--- src/rtl/dmareg_pkg.sv ---
package dmareg_pkg;
    localparam int NCH    = 4;
    localparam int CHW    = $clog2(NCH);
    localparam int DW     = 8;
    localparam int VW     = 2 * DW;
    localparam int AW     = 4;
    localparam int MODEW  = DW - CHW;

    // bit positions inside the stored mode field (data bits shifted down by CHW)
    localparam int MODE_AUTO_BIT = 4 - CHW;
    localparam int MODE_XFER_LSB = 6 - CHW;

    localparam logic [AW-1:0] OFF_CMD     = 4'h8;
    localparam logic [AW-1:0] OFF_REQ     = 4'h9;
    localparam logic [AW-1:0] OFF_SMASK   = 4'hA;
    localparam logic [AW-1:0] OFF_MODE    = 4'hB;
    localparam logic [AW-1:0] OFF_PTRCLR  = 4'hC;
    localparam logic [AW-1:0] OFF_MCLR    = 4'hD;
    localparam logic [AW-1:0] OFF_CLRMASK = 4'hE;
    localparam logic [AW-1:0] OFF_ALLMASK = 4'hF;

    localparam logic [DW-1:0] TEMP_VALUE  = '0;
    localparam int            SET_BIT     = 2;

    typedef enum logic {
        PTR_LOW  = 1'b0,
        PTR_HIGH = 1'b1
    } ptr_state_t;

    typedef struct packed {
        logic           ch_wr;
        logic           ch_rd;
        logic [CHW-1:0] ch_sel;
        logic           is_cnt;
        logic           cmd_wr;
        logic           stat_rd;
        logic           req_wr;
        logic           smask_wr;
        logic           mode_wr;
        logic           ptrclr_wr;
        logic           mclr_wr;
        logic           temp_rd;
        logic           clrmask_wr;
        logic           allmask_wr;
    } dec_t;
endpackage

--- src/rtl/dmareg_decode.sv ---
module dmareg_decode
    import dmareg_pkg::*;
(
    input  logic          cs,
    input  logic          wr,
    input  logic [AW-1:0] addr,
    output dec_t          dec
);
    always_comb begin
        dec = '0;
        if (cs) begin
            if (!addr[AW-1]) begin
                dec.ch_sel = addr[CHW:1];
                dec.is_cnt = addr[0];
                dec.ch_wr  = wr;
                dec.ch_rd  = !wr;
            end else begin
                case (addr)
                    OFF_CMD: begin
                        dec.cmd_wr  = wr;
                        dec.stat_rd = !wr;
                    end
                    OFF_REQ:     dec.req_wr     = wr;
                    OFF_SMASK:   dec.smask_wr   = wr;
                    OFF_MODE:    dec.mode_wr    = wr;
                    OFF_PTRCLR:  dec.ptrclr_wr  = wr;
                    OFF_MCLR: begin
                        dec.mclr_wr = wr;
                        dec.temp_rd = !wr;
                    end
                    OFF_CLRMASK: dec.clrmask_wr = wr;
                    OFF_ALLMASK: dec.allmask_wr = wr;
                    default: ;
                endcase
            end
        end
    end
endmodule

--- src/rtl/dmareg_byteptr.sv ---
module dmareg_byteptr
    import dmareg_pkg::*;
(
    input  logic clk,
    input  logic rst_n,
    input  logic clr,
    input  logic toggle,
    output logic high
);
    ptr_state_t state, state_nx;

    always_ff @(posedge clk) begin
        if (!rst_n) state <= PTR_LOW;
        else        state <= state_nx;
    end

    always_comb begin
        state_nx = state;
        if (clr) begin
            state_nx = PTR_LOW;
        end else if (toggle) begin
            unique case (state)
                PTR_LOW:  state_nx = PTR_HIGH;
                PTR_HIGH: state_nx = PTR_LOW;
            endcase
        end
    end

    always_comb begin
        high = (state == PTR_HIGH);
    end


    ptr_clear_chk: assert property (@(posedge clk) disable iff (!rst_n)
        clr |=> !high);


    ptr_toggle_chk: assert property (@(posedge clk) disable iff (!rst_n)
        (toggle && !clr) |=> (high != $past(high)));
endmodule

--- src/rtl/dmareg_channel.sv ---
module dmareg_channel
    import dmareg_pkg::*;
(
    input  logic          clk,
    input  logic          rst_n,
    input  logic          addr_we,
    input  logic          cnt_we,
    input  logic          hi_byte,
    input  logic [DW-1:0] wdata,
    input  logic          reload,
    input  logic          wb_en,
    input  logic [VW-1:0] wb_addr,
    input  logic [VW-1:0] wb_cnt,
    output logic [VW-1:0] base_addr,
    output logic [VW-1:0] base_cnt,
    output logic [VW-1:0] cur_addr,
    output logic [VW-1:0] cur_cnt
);
    logic [VW-1:0] addr_nx, cnt_nx;

    always_comb begin
        addr_nx = hi_byte ? {wdata, base_addr[VW-DW-1:0]} : {base_addr[VW-1:DW], wdata};
        cnt_nx  = hi_byte ? {wdata, base_cnt[VW-DW-1:0]}  : {base_cnt[VW-1:DW], wdata};
    end

    always_ff @(posedge clk) begin
        if (!rst_n) begin
            base_addr <= '0;
            cur_addr  <= '0;
        end else if (addr_we) begin
            base_addr <= addr_nx;
            cur_addr  <= addr_nx;
        end else if (reload) begin
            cur_addr  <= base_addr;
        end else if (wb_en) begin
            cur_addr  <= wb_addr;
        end
    end

    always_ff @(posedge clk) begin
        if (!rst_n) begin
            base_cnt <= '0;
            cur_cnt  <= '0;
        end else if (cnt_we) begin
            base_cnt <= cnt_nx;
            cur_cnt  <= cnt_nx;
        end else if (reload) begin
            cur_cnt  <= base_cnt;
        end else if (wb_en) begin
            cur_cnt  <= wb_cnt;
        end
    end


    wb_base_hold_chk: assert property (@(posedge clk) disable iff (!rst_n)
        (wb_en && !reload && !addr_we && !cnt_we) |=>
            (base_addr == $past(base_addr) && base_cnt == $past(base_cnt) &&
             cur_addr == $past(wb_addr) && cur_cnt == $past(wb_cnt)));


    reload_chk: assert property (@(posedge clk) disable iff (!rst_n)
        (reload && !addr_we && !cnt_we) |=>
            (cur_addr == $past(base_addr) && cur_cnt == $past(base_cnt)));
endmodule

--- src/rtl/dmareg_ctrl.sv ---
module dmareg_ctrl
    import dmareg_pkg::*;
(
    input  logic                 clk,
    input  logic                 rst_n,
    input  dec_t                 dec,
    input  logic [DW-1:0]        wdata,
    input  logic [NCH-1:0]       tc_pulse,
    input  logic [NCH-1:0]       dreq,
    output logic [NCH-1:0]       mask,
    output logic [NCH*MODEW-1:0] mode_flat,
    output logic [NCH-1:0]       autoinit,
    output logic [NCH-1:0]       cascade,
    output logic [DW-1:0]        cmd,
    output logic [NCH-1:0]       req,
    output logic [DW-1:0]        status
);
    logic [NCH-1:0] tc_flag;
    logic [CHW-1:0] sel;

    assign sel = wdata[CHW-1:0];

    for (genvar g = 0; g < NCH; g++) begin : g_ch
        logic             mask_r, req_r, tc_r;
        logic [MODEW-1:0] mode_r;
        logic             hit;

        assign hit = (sel == CHW'(g));

        always_ff @(posedge clk) begin
            if (!rst_n)                       mask_r <= 1'b1;
            else if (dec.mclr_wr)             mask_r <= 1'b1;
            else if (dec.clrmask_wr)          mask_r <= 1'b0;
            else if (dec.allmask_wr)          mask_r <= wdata[g];
            else if (dec.smask_wr && hit)     mask_r <= wdata[SET_BIT];
        end

        always_ff @(posedge clk) begin
            if (!rst_n)                       req_r <= 1'b0;
            else if (dec.mclr_wr)             req_r <= 1'b0;
            else if (dec.req_wr && hit)       req_r <= wdata[SET_BIT];
        end

        always_ff @(posedge clk) begin
            if (!rst_n)                       tc_r <= 1'b0;
            else if (dec.mclr_wr)             tc_r <= 1'b0;
            else if (tc_pulse[g])             tc_r <= 1'b1;
            else if (dec.stat_rd)             tc_r <= 1'b0;
        end

        always_ff @(posedge clk) begin
            if (!rst_n)                       mode_r <= '0;
            else if (dec.mode_wr && hit)      mode_r <= wdata[DW-1:CHW];
        end

        assign mask[g]                   = mask_r;
        assign req[g]                    = req_r;
        assign tc_flag[g]                = tc_r;
        assign mode_flat[g*MODEW +: MODEW] = mode_r;
        assign autoinit[g]               = mode_r[MODE_AUTO_BIT];
        assign cascade[g]                = &mode_r[MODE_XFER_LSB +: 2];
    end

    always_ff @(posedge clk) begin
        if (!rst_n)           cmd <= '0;
        else if (dec.mclr_wr) cmd <= '0;
        else if (dec.cmd_wr)  cmd <= wdata;
    end

    assign status = {dreq | req, tc_flag};


    mclr_mask_chk: assert property (@(posedge clk) disable iff (!rst_n)
        dec.mclr_wr |=> (mask == {NCH{1'b1}} && cmd == '0 && req == '0));


    clrmask_chk: assert property (@(posedge clk) disable iff (!rst_n)
        (dec.clrmask_wr && !dec.mclr_wr) |=> (mask == '0));


    tc_capture_chk: assert property (@(posedge clk) disable iff (!rst_n)
        (tc_pulse[0] && !dec.mclr_wr) |=> status[0]);
endmodule

--- src/rtl/dma_regfile.sv ---
module dma_regfile
    import dmareg_pkg::*;
(
    input  logic                 clk,
    input  logic                 rst_n,
    input  logic                 bus_cs,
    input  logic                 bus_wr,
    input  logic [AW-1:0]        bus_addr,
    input  logic [DW-1:0]        bus_wdata,
    output logic [DW-1:0]        bus_rdata,
    input  logic [NCH-1:0]       tc_pulse,
    input  logic [NCH-1:0]       dreq,
    input  logic [NCH-1:0]       wb_en,
    input  logic [VW-1:0]        wb_addr,
    input  logic [VW-1:0]        wb_count,
    output logic [NCH-1:0]       ch_mask,
    output logic [NCH*MODEW-1:0] ch_mode,
    output logic [NCH-1:0]       ch_autoinit,
    output logic [NCH-1:0]       ch_cascade,
    output logic [NCH*VW-1:0]    ch_base_addr,
    output logic [NCH*VW-1:0]    ch_base_count,
    output logic [NCH*VW-1:0]    ch_cur_addr,
    output logic [NCH*VW-1:0]    ch_cur_count,
    output logic [DW-1:0]        cmd_reg,
    output logic [NCH-1:0]       sw_req
);
    dec_t          dec;
    logic          ptr_high;
    logic [DW-1:0] status;
    logic [VW-1:0] cur_addr_a [NCH];
    logic [VW-1:0] cur_cnt_a  [NCH];
    logic [VW-1:0] sel_val;

    dmareg_decode u_dec (
        .cs   (bus_cs),
        .wr   (bus_wr),
        .addr (bus_addr),
        .dec  (dec)
    );

    dmareg_byteptr u_ptr (
        .clk    (clk),
        .rst_n  (rst_n),
        .clr    (dec.ptrclr_wr | dec.mclr_wr),
        .toggle (dec.ch_wr | dec.ch_rd),
        .high   (ptr_high)
    );

    dmareg_ctrl u_ctrl (
        .clk       (clk),
        .rst_n     (rst_n),
        .dec       (dec),
        .wdata     (bus_wdata),
        .tc_pulse  (tc_pulse),
        .dreq      (dreq),
        .mask      (ch_mask),
        .mode_flat (ch_mode),
        .autoinit  (ch_autoinit),
        .cascade   (ch_cascade),
        .cmd       (cmd_reg),
        .req       (sw_req),
        .status    (status)
    );

    for (genvar g = 0; g < NCH; g++) begin : g_chan
        logic addr_we, cnt_we;
        assign addr_we = dec.ch_wr && !dec.is_cnt && (dec.ch_sel == CHW'(g));
        assign cnt_we  = dec.ch_wr &&  dec.is_cnt && (dec.ch_sel == CHW'(g));

        dmareg_channel u_chan (
            .clk       (clk),
            .rst_n     (rst_n),
            .addr_we   (addr_we),
            .cnt_we    (cnt_we),
            .hi_byte   (ptr_high),
            .wdata     (bus_wdata),
            .reload    (tc_pulse[g] & ch_autoinit[g]),
            .wb_en     (wb_en[g]),
            .wb_addr   (wb_addr),
            .wb_cnt    (wb_count),
            .base_addr (ch_base_addr[g*VW +: VW]),
            .base_cnt  (ch_base_count[g*VW +: VW]),
            .cur_addr  (cur_addr_a[g]),
            .cur_cnt   (cur_cnt_a[g])
        );

        assign ch_cur_addr[g*VW +: VW]  = cur_addr_a[g];
        assign ch_cur_count[g*VW +: VW] = cur_cnt_a[g];
    end

    assign sel_val = dec.is_cnt ? cur_cnt_a[dec.ch_sel] : cur_addr_a[dec.ch_sel];

    always_ff @(posedge clk) begin
        if (!rst_n) begin
            bus_rdata <= '0;
        end else if (bus_cs && !bus_wr) begin
            if (dec.ch_rd)        bus_rdata <= ptr_high ? sel_val[VW-1:DW] : sel_val[DW-1:0];
            else if (dec.stat_rd) bus_rdata <= status;
            else if (dec.temp_rd) bus_rdata <= TEMP_VALUE;
            else                  bus_rdata <= '0;
        end
    end


    req_write_chk: assert property (@(posedge clk) disable iff (!rst_n)
        (dec.req_wr && bus_wdata[SET_BIT] && !dec.mclr_wr) |=> sw_req[$past(bus_wdata[CHW-1:0])]);


    smask_write_chk: assert property (@(posedge clk) disable iff (!rst_n)
        dec.smask_wr |=> (ch_mask[$past(bus_wdata[CHW-1:0])] == $past(bus_wdata[SET_BIT])));
endmodule

--- config.mk ---
export PLATFORM = sky130hd
export DESIGN_NAME = dma_regfile
export DESIGN_NICKNAME = d
export VERILOG_FILES = /design/src/rtl/dmareg_pkg.sv /design/src/rtl/dmareg_decode.sv /design/src/rtl/dmareg_byteptr.sv /design/src/rtl/dmareg_channel.sv /design/src/rtl/dmareg_ctrl.sv /design/src/rtl/dma_regfile.sv
export SDC_FILE = /design/constraint.sdc
export NUM_CORES = 1
export LEC_CHECK = 0
export BUFFER_PORTS_ARGS = -buffer_cell sky130_fd_sc_hd__clkbuf_2
export CORE_MARGIN = 2
export CORE_UTILIZATION = 57
export CTS_BUF_LIST = sky130_fd_sc_hd__clkbuf_4
export CTS_CLUSTER_SIZE = 20
export DETAILED_ROUTE_END_ITERATION = 16
export GPL_ROUTABILITY_DRIVEN = 0
export PLACE_DENSITY_LB_ADDON = 0.15
export SLEW_MARGIN = 25
export SYNTH_ARGS = -nofsm -noshare
export SYNTH_HDL_FRONTEND = slang
export SYNTH_SLANG_ARGS = --single-unit
--- constraint.sdc ---
create_clock -name clk -period 2.88 [get_ports clk]
set_clock_uncertainty 0.15 [all_clocks]
set_input_delay 0 -clock clk [delete_from_list [all_inputs] [get_ports clk]]
set_output_delay 0 -clock clk [all_outputs]
set_load 0.005 [all_outputs]
==> results.py, run 1 <==
metrics = {
    "grt": {
        "first_global_vias": 15660,
        "globalRouteOverflowTotal": 0,
        "grt_pass1_wl_um": 93720,
        "grt_usage_pct": 43.11,
        "grt_max_degree": 112,
        "antenna_found_initial": 1,
    },
    "hold_path": {
        "min_path_cells": 6,
        "holdPathEnd": "g_chan[1].u_chan.cur_cnt[7]$_SDFFE_PN0P_",
        "hold_start": "bus_addr[0]",
        "holdCritPathClass": "input port to flip-flop",
    },
    "drt": {
        "avgRoutedWirePerCell_um": 24.80,
        "drt_iter0_markers": 2694,
        "dr.pass1.iters": 12,
        "wirelength_um": 64180,
        "remaining_drc_errors": 0,
        "viasPerCell": 6.542,
        "drtAntennaViolNets": 0,
        "vias": 16930,
    },
    "logic_synthesis": {
        "synth-seq-cells": 309,
        "synthArstFlopShare_pct": 0,
        "synth_edf_count": 0,
        "synthTopCellsByArea": "dfxtp_1 (40%), mux2i_1 (12%), nor2b_1 (4.9%)",
        "yosysSeqAreaShare_pct": 39.97,
        "synthFlopType": "dfxtp_1",
        "yosysWarnings": 0,
        "syn_area_sq_mm": 0.01548,
        "synth_top_area_share_pct": 39.97,
        "syn-num-nets": 1803,
        "avgSynthCellArea_sq_um": 8.880,
        "synth_cell_types": 72,
        "syn_inst": 1743,
        "synth_area_leader_cell": "dfxtp_1",
    },
    "floorplan": {
        "io_pins": 372,
        "core_area_sq_mm": 0.02680,
        "row_count": 60,
        "initial_core_util_pct": 57.75,
        "die_h_um": 168.8,
        "fp.dieArea_sq_mm": 0.02849,
        "fp.dieW_um": 168.8,
    },
    "placed_design": {
        "place_area_sq_mm": 0.01758,
        "hpwl_um": 44650,
        "portBuffers": 371,
    },
    "clock_tree": {
        "numCtsBuffers": 81,
        "insertion_delay_ns": 0.73,
        "cts_root_buf": "clkbuf_4",
        "cts_tree": "yes",
        "clockBufferDepth": 3,
        "clk_pin_slew_worst_paths_ns": 0.06,
        "htree_levels": 3,
        "clock_sinks": 309,
    },
    "timing": {
        "fin_setup_tns_ns": 0,
        "period_share_pct": 97.67,
        "min_period_ns": 2.813,
        "max_slew_margin_pct": 21.90,
        "fmax_ghz": 0.3555,
        "maxSlewViolCount": 0,
        "tightest_slew_ns": 1.169,
        "hold_viol_final": 0,
        "rsz0062_at_grt": "false",
        "setup_viol": 0,
    },
    "critical_path": {
        "r2r_slack_ns": 0.13,
        "end_kind": "flip-flop",
        "reg2reg_depth": 7,
        "crit_type": "input port to flip-flop",
        "worstReg2RegStart": "u_ctrl.g_ch[0].mode_r[2]$_SDFFE_PN0P_",
        "cp.arrival_ns": 3.33,
        "crit_path_max_fanout": 17,
        "rr_endpoint": "g_chan[0].u_chan.cur_cnt[8]$_SDFFE_PN0P_",
        "cp.required_ns": 3.39,
        "crit_path_start_kind": "input port",
    },
    "cells_and_area": {
        "multi_input_area_sq_mm": 0.008557,
        "fin_area_sq_mm": 0.01960,
        "regArea_sq_mm": 0.006191,
        "syn2layout_area_growth_pct": 26.61,
        "fin_nets": 2250,
        "fillers": 2106,
        "drive_gt1_share_pct": 30.54,
    },
    "pwr": {
        "p_total_mw": 9.765,
        "powerDensity_mw_per_mm2": 498.3,
        "vdd_ir_drop_max_v": 0.0002742,
        "power.leakage_nw": 9.012,
    },
    "run": {
        "drv_cap": 0,
    },
    "outcome": {
        "status": "finished, final reports clean",
    },
}
-- critical path, cell delays in order --
cell	delay (ns)
dlygate4sd3_1	0.55
clkbuf_2	0.27
or2_4	0.38
or2_4	0.33
nand3_2	0.18
o21ai_0	0.10
dlygate4sd3_1	0.59
a2111oi_1	0.32
dlygate4sd3_1	0.60
-- cells in the mapped netlist, types with 5 or more instances --
cell / number
a2111oi_0: 18
a2111oi_2: 10
a21boi_0: 52
a21boi_1: 8
a21boi_2: 6
a21oi_1: 102
a221o_1: 12
a221oi_1: 13
a22o_1: 12
a311oi_1: 7
a32oi_1: 6
and2_1: 9
buf_1: 9
buf_2: 41
buf_4: 15
clkbuf_1: 114
dfxtp_1: 309
mux2_2: 24
mux2i_1: 183
nand2_1: 138
nand2b_1: 10
nand3_1: 32
nor2_1: 155
nor2_2: 8
nor2b_1: 121
nor3_1: 24
nor3_2: 5
o2111a_1: 5
o211a_1: 23
o211ai_1: 10
o21ai_0: 115
o221a_2: 34
o221ai_1: 23
o22ai_1: 6
o311ai_0: 6
o31ai_1: 15
-- layout by cell type (no fill, tap or decap), types with 10 or more instances in the layout --
master | Yosys | routed
mux2_2 | 24 | 24
o211a_1 | 23 | 23
nand2_1 | 138 | 138
nor2b_1 | 121 | 121
a221o_1 | 12 | 12
clkbuf_2 | 0 | 368
a2111oi_0 | 18 | 18
a2111oi_2 | 10 | 10
o221ai_1 | 23 | 23
a22o_1 | 12 | 12
o21ai_0 | 115 | 114
nand3_1 | 32 | 31
o221a_2 | 34 | 34
nor2_1 | 155 | 154
o31ai_1 | 15 | 15
nand2b_1 | 10 | 10
a21oi_1 | 102 | 102
nor3_1 | 24 | 23
a221oi_1 | 13 | 13
o211ai_1 | 10 | 10
dlygate4sd3_1 | 0 | 95
clkinv_1 | 0 | 13
dfxtp_1 | 309 | 307
buf_4 | 15 | 73
a21boi_0 | 52 | 52
clkbuf_4 | 0 | 117
mux2i_1 | 183 | 183
-- worst max-delay path by stage --
stage	startpoint	cells past startpoint	slack, ns	end
after global placement	u_ptr.high$_SDFFE_PP0P_	5	0.65	g_chan[3].u_chan.cur_cnt[3]$_SDFFE_PN0P_
after detailed placement	bus_addr[1]	7	0.55	g_chan[1].u_chan.cur_addr[15]$_SDFFE_PN0P_
final	bus_addr[3]	9	0.07	g_chan[0].u_chan.cur_cnt[8]$_SDFFE_PN0P_
after CTS	bus_addr[1]	9	0.01	g_chan[2].u_chan.cur_addr[11]$_SDFFE_PN0P_
after global routing	bus_addr[3]	9	0.01	g_chan[0].u_chan.cur_cnt[8]$_SDFFE_PN0P_
after floorplan	u_ptr.high$_SDFFE_PP0P_	6	0.98	g_chan[1].u_chan.cur_cnt[15]$_SDFFE_PN0P_
-- stage by stage --
step	util [%]	cells	hold WS, ns	setup slack [ns]
final	73.12	2588	0.07383	0.06723
after global routing	73.12	2588	0.04823	0.01398
after CTS	72.94	2585	0.007668	0.01140
after detailed placement	65.61	2350	0.1463	0.5482
after global placement	65.61	2350	0.1311	0.6491
after floorplan	-	1743	-0.03257	0.9815
-- timing repair --
item | CTS | global route
setup buffers | 0 | 1
hold buffers | 96 | 0
endpoints found under the setup margin | 0 | 6
endpoints found under the hold margin | 308 | 0
gates resized for setup | 0 | 10
-- where the power goes --
part           switching, mW  leakage [nW]  total, mW  internal (mW)
clock network           1.90         0.606       3.86           1.96
registers              0.201          2.52       4.61           4.41
logic                  0.725          5.89       1.29          0.567
total                   2.83          9.01       9.76           6.94
-- cell families (layout without fill, tap and decap cells) --
kind of cell    after synthesis  in the layout  share of synthesized area, %
simple gates                539            540                         17.23
compound gates              509            509                         24.19
flops                       309            309                         39.97
mux                         207            207                         13.58
buf+inv                     179            681                         5.036
other cells                   0              1                             0
-- routing by layer --
layer / global-route usage, % / share of wire [%] / vias to the layer above
met5: 0 / 0 / -
met3: 10.92 / 14 / 344
met2: 62.97 / 42 / 1480
met4: 26.91 / 6.6 / 0
met1: 57.07 / 37 / 7841
li1: - / - / 7266
-- area by class of cell --
| type | instances | share of cell area [%] |
|---|---|---|
| multi-input cells | 1256 | 43.67 |
| flip-flops and latches | 309 | 31.59 |
| repair buffers | 542 | 17.42 |
| clock buffers | 117 | 4.482 |
| well taps | 341 | 2.177 |
| clock inverters | 22 | 0.6449 |
| diodes | 1 | 0.01277 |
Power figures use the tool's default switching activity.
==> inputs of run 2 (changes only) <==
Settings changed: CORE_MARGIN 2 to 4, SYNTH_HIERARCHICAL set to 1.
==> results.py, run 2 <==
metrics = {
    "outcome": {
        "status": "finished, final reports clean",
    },
    "cells_and_area": {
        "fillers": 2454,
        "mostFrequentLayoutCells": "clkbuf_2 (370), dfxtp_1 (308), nand2b_1 (180), nand2_1 (174)",
        "stdcell_count": 2821,
        "drive_gt1_share_pct": 26.78,
        "syn2layout_area_growth_pct": 20.10,
        "layout_commonest_cell": "clkbuf_2",
        "fin_nets": 2425,
        "fin_area_sq_mm": 0.02069,
    },
    "critical_path": {
        "reg2reg_depth": 6,
        "cpPeakStageDelay_ns": 0.59,
        "slowest_stage": "dlygate4sd3_1",
        "crit_path_max_fanout": 26,
        "worstReg2RegStart": "u_ctrl/g_ch[1].mode_r[2]$_SDFFE_PN0P_",
        "critPathMostFrequentCell": "dlygate4sd3_1",
        "cp.required_ns": 3.33,
        "path_cells": "dlygate4sd3_1 > clkbuf_2 > nor2b_1 > and2_4 > buf_12 > mux2_2 > o21ai_0 > a211oi_1 > nor2_1 > o211ai_1 > dlygate4sd3_1",
        "crit_type": "input port to flip-flop",
        "crit_path_start": "bus_cs",
        "end_kind": "flip-flop",
        "cp.arrival_ns": 3.29,
        "crit_path_start_kind": "input port",
    },
    "floorplan": {
        "fp.dieArea_sq_mm": 0.03306,
        "core_area_sq_mm": 0.02972,
        "initial_core_util_pct": 57.96,
        "io_pins": 372,
        "fp.dieW_um": 181.8,
        "row_count": 63,
        "die_h_um": 181.8,
    },
    "hold_path": {
        "min_path_cells": 3,
        "hold_start": "bus_wdata[4]",
        "holdCritPathClass": "input port to flip-flop",
    },
    "clock_tree": {
        "clock_sinks": 309,
        "cts_root_buf": "clkbuf_4",
        "numCtsBuffers": 84,
        "cts_tree": "yes",
        "htree_levels": 3,
        "clockBufferDepth": 3,
        "insertion_delay_ns": 0.72,
        "clk_pin_slew_worst_paths_ns": 0.07,
    },
    "timing": {
        "rsz0062_at_grt": "false",
        "fmax_ghz": 0.3526,
        "fin_setup_tns_ns": 0,
        "period_share_pct": 98.47,
        "hold_viol_final": 0,
        "min_period_ns": 2.836,
        "maxSlewViolCount": 0,
        "tightest_slew_ns": 0.9924,
        "max_slew_margin_pct": 33.84,
        "setup_viol": 0,
    },
    "grt": {
        "globalRouteOverflowTotal": 0,
        "first_global_vias": 16870,
        "grt_usage_pct": 40.89,
        "antenna_found_initial": 12,
        "grt_max_degree": 124,
        "grt_pass1_wl_um": 104500,
    },
    "pwr": {
        "vdd_ir_drop_max_v": 0.0002786,
        "power.leakage_nw": 7.954,
        "p_total_mw": 10.13,
        "powerDensity_mw_per_mm2": 489.5,
    },
    "drt": {
        "avgRoutedWirePerCell_um": 25.34,
        "viasPerCell": 6.481,
        "vias": 18280,
        "remaining_drc_errors": 0,
        "drt_iter0_markers": 2806,
        "wirelength_um": 71470,
        "drtAntennaViolNets": 0,
        "dr.pass1.iters": 6,
    },
    "logic_synthesis": {
        "yosysWarnings": 6,
        "syn-num-nets": 2030,
        "avgSynthCellArea_sq_um": 8.743,
        "syn_inst": 1970,
        "syn_area_sq_mm": 0.01722,
    },
    "placed_design": {
        "portBuffers": 371,
        "dp.cells": 2589,
        "hpwl_um": 48970,
        "place_area_sq_mm": 0.01881,
    },
    "run": {
        "drv_cap": 0,
    },
}
[run 2: path summary, 6_finish.rpt]
check                                                to  slack, ns
min reg2reg                  u_ctrl/cmd[1]$_SDFFE_PP0P_       0.35
max reg2reg  g_chan[1].u_chan/cur_addr[13]$_SDFFE_PN0P_       0.15
min          g_chan[1].u_chan/base_cnt[12]$_SDFFE_PN0P_       0.08
max                           bus_rdata[5]$_SDFFE_PN0P_       0.04
[run 2: layout make-up]
cell class	count	area, sq um	area share (%)
Sequential cell	309	6190	29.92
Clock buffer	126	945.9	4.573
Tap cell	390	488.0	2.359
Multi-Input combinational cell	1463	9772	47.24
Inverter	3	11.26	0.05444
Timing Repair Buffer	504	3157	15.26
Antenna cell	11	27.53	0.1331
Clock inverter	15	95.09	0.4597
[run 2: report_power, final]
part | internal (mW) | total (mW) | switching (mW) | leakage (nW)
logic | 0.608 | 1.46 | 0.852 | 4.81
clock network | 2.07 | 3.98 | 1.91 | 0.622
registers | 4.42 | 4.68 | 0.259 | 2.52
total | 7.10 | 10.1 | 3.02 | 7.95
[run 2: stage by stage]
step	util, %	setup WS [ns]	hold slack, ns
6_report	69.61	0.04398	0.07889
5_1_grt	69.53	0.005963	0.03977
4_1_cts	69.50	0.1141	0.01129
3_5_place_dp	63.31	0.3377	0.08843
3_3_place_gp	63.21	0.4355	0.07234
2_1_floorplan	-	0.6640	-0.03257
[run 2: what timing repair did]
action,in CTS,in global routing
buffers inserted,0,0
setup endpoints to repair,0,2
hold buffers,80,0
endpoints found under the hold margin,309,0
gates resized for setup,0,2
[run 2: critical path: cells and delay by family]
family                 cells  cell delay, ns
buffers and inverters      4            1.56
and+or+nand+nor            3            0.82
muxes                      1            0.40
AOI/OAI and AO/OA          3            0.50
[run 2: per-layer routing]
| metal | vias up | GRT usage, % | share of wire (%) | routed length [um] |
|---|---|---|---|---|
| met1 | 8549 | 52.13 | 36 | 26030 |
| li1 | 7922 | - | - | - |
| met3 | 354 | 11.38 | 14 | 9771 |
| met2 | 1451 | 60.10 | 42 | 29860 |
| met5 | - | 0 | 0.10 | 74 |
| met4 | 6 | 27.77 | 8.0 | 5742 |
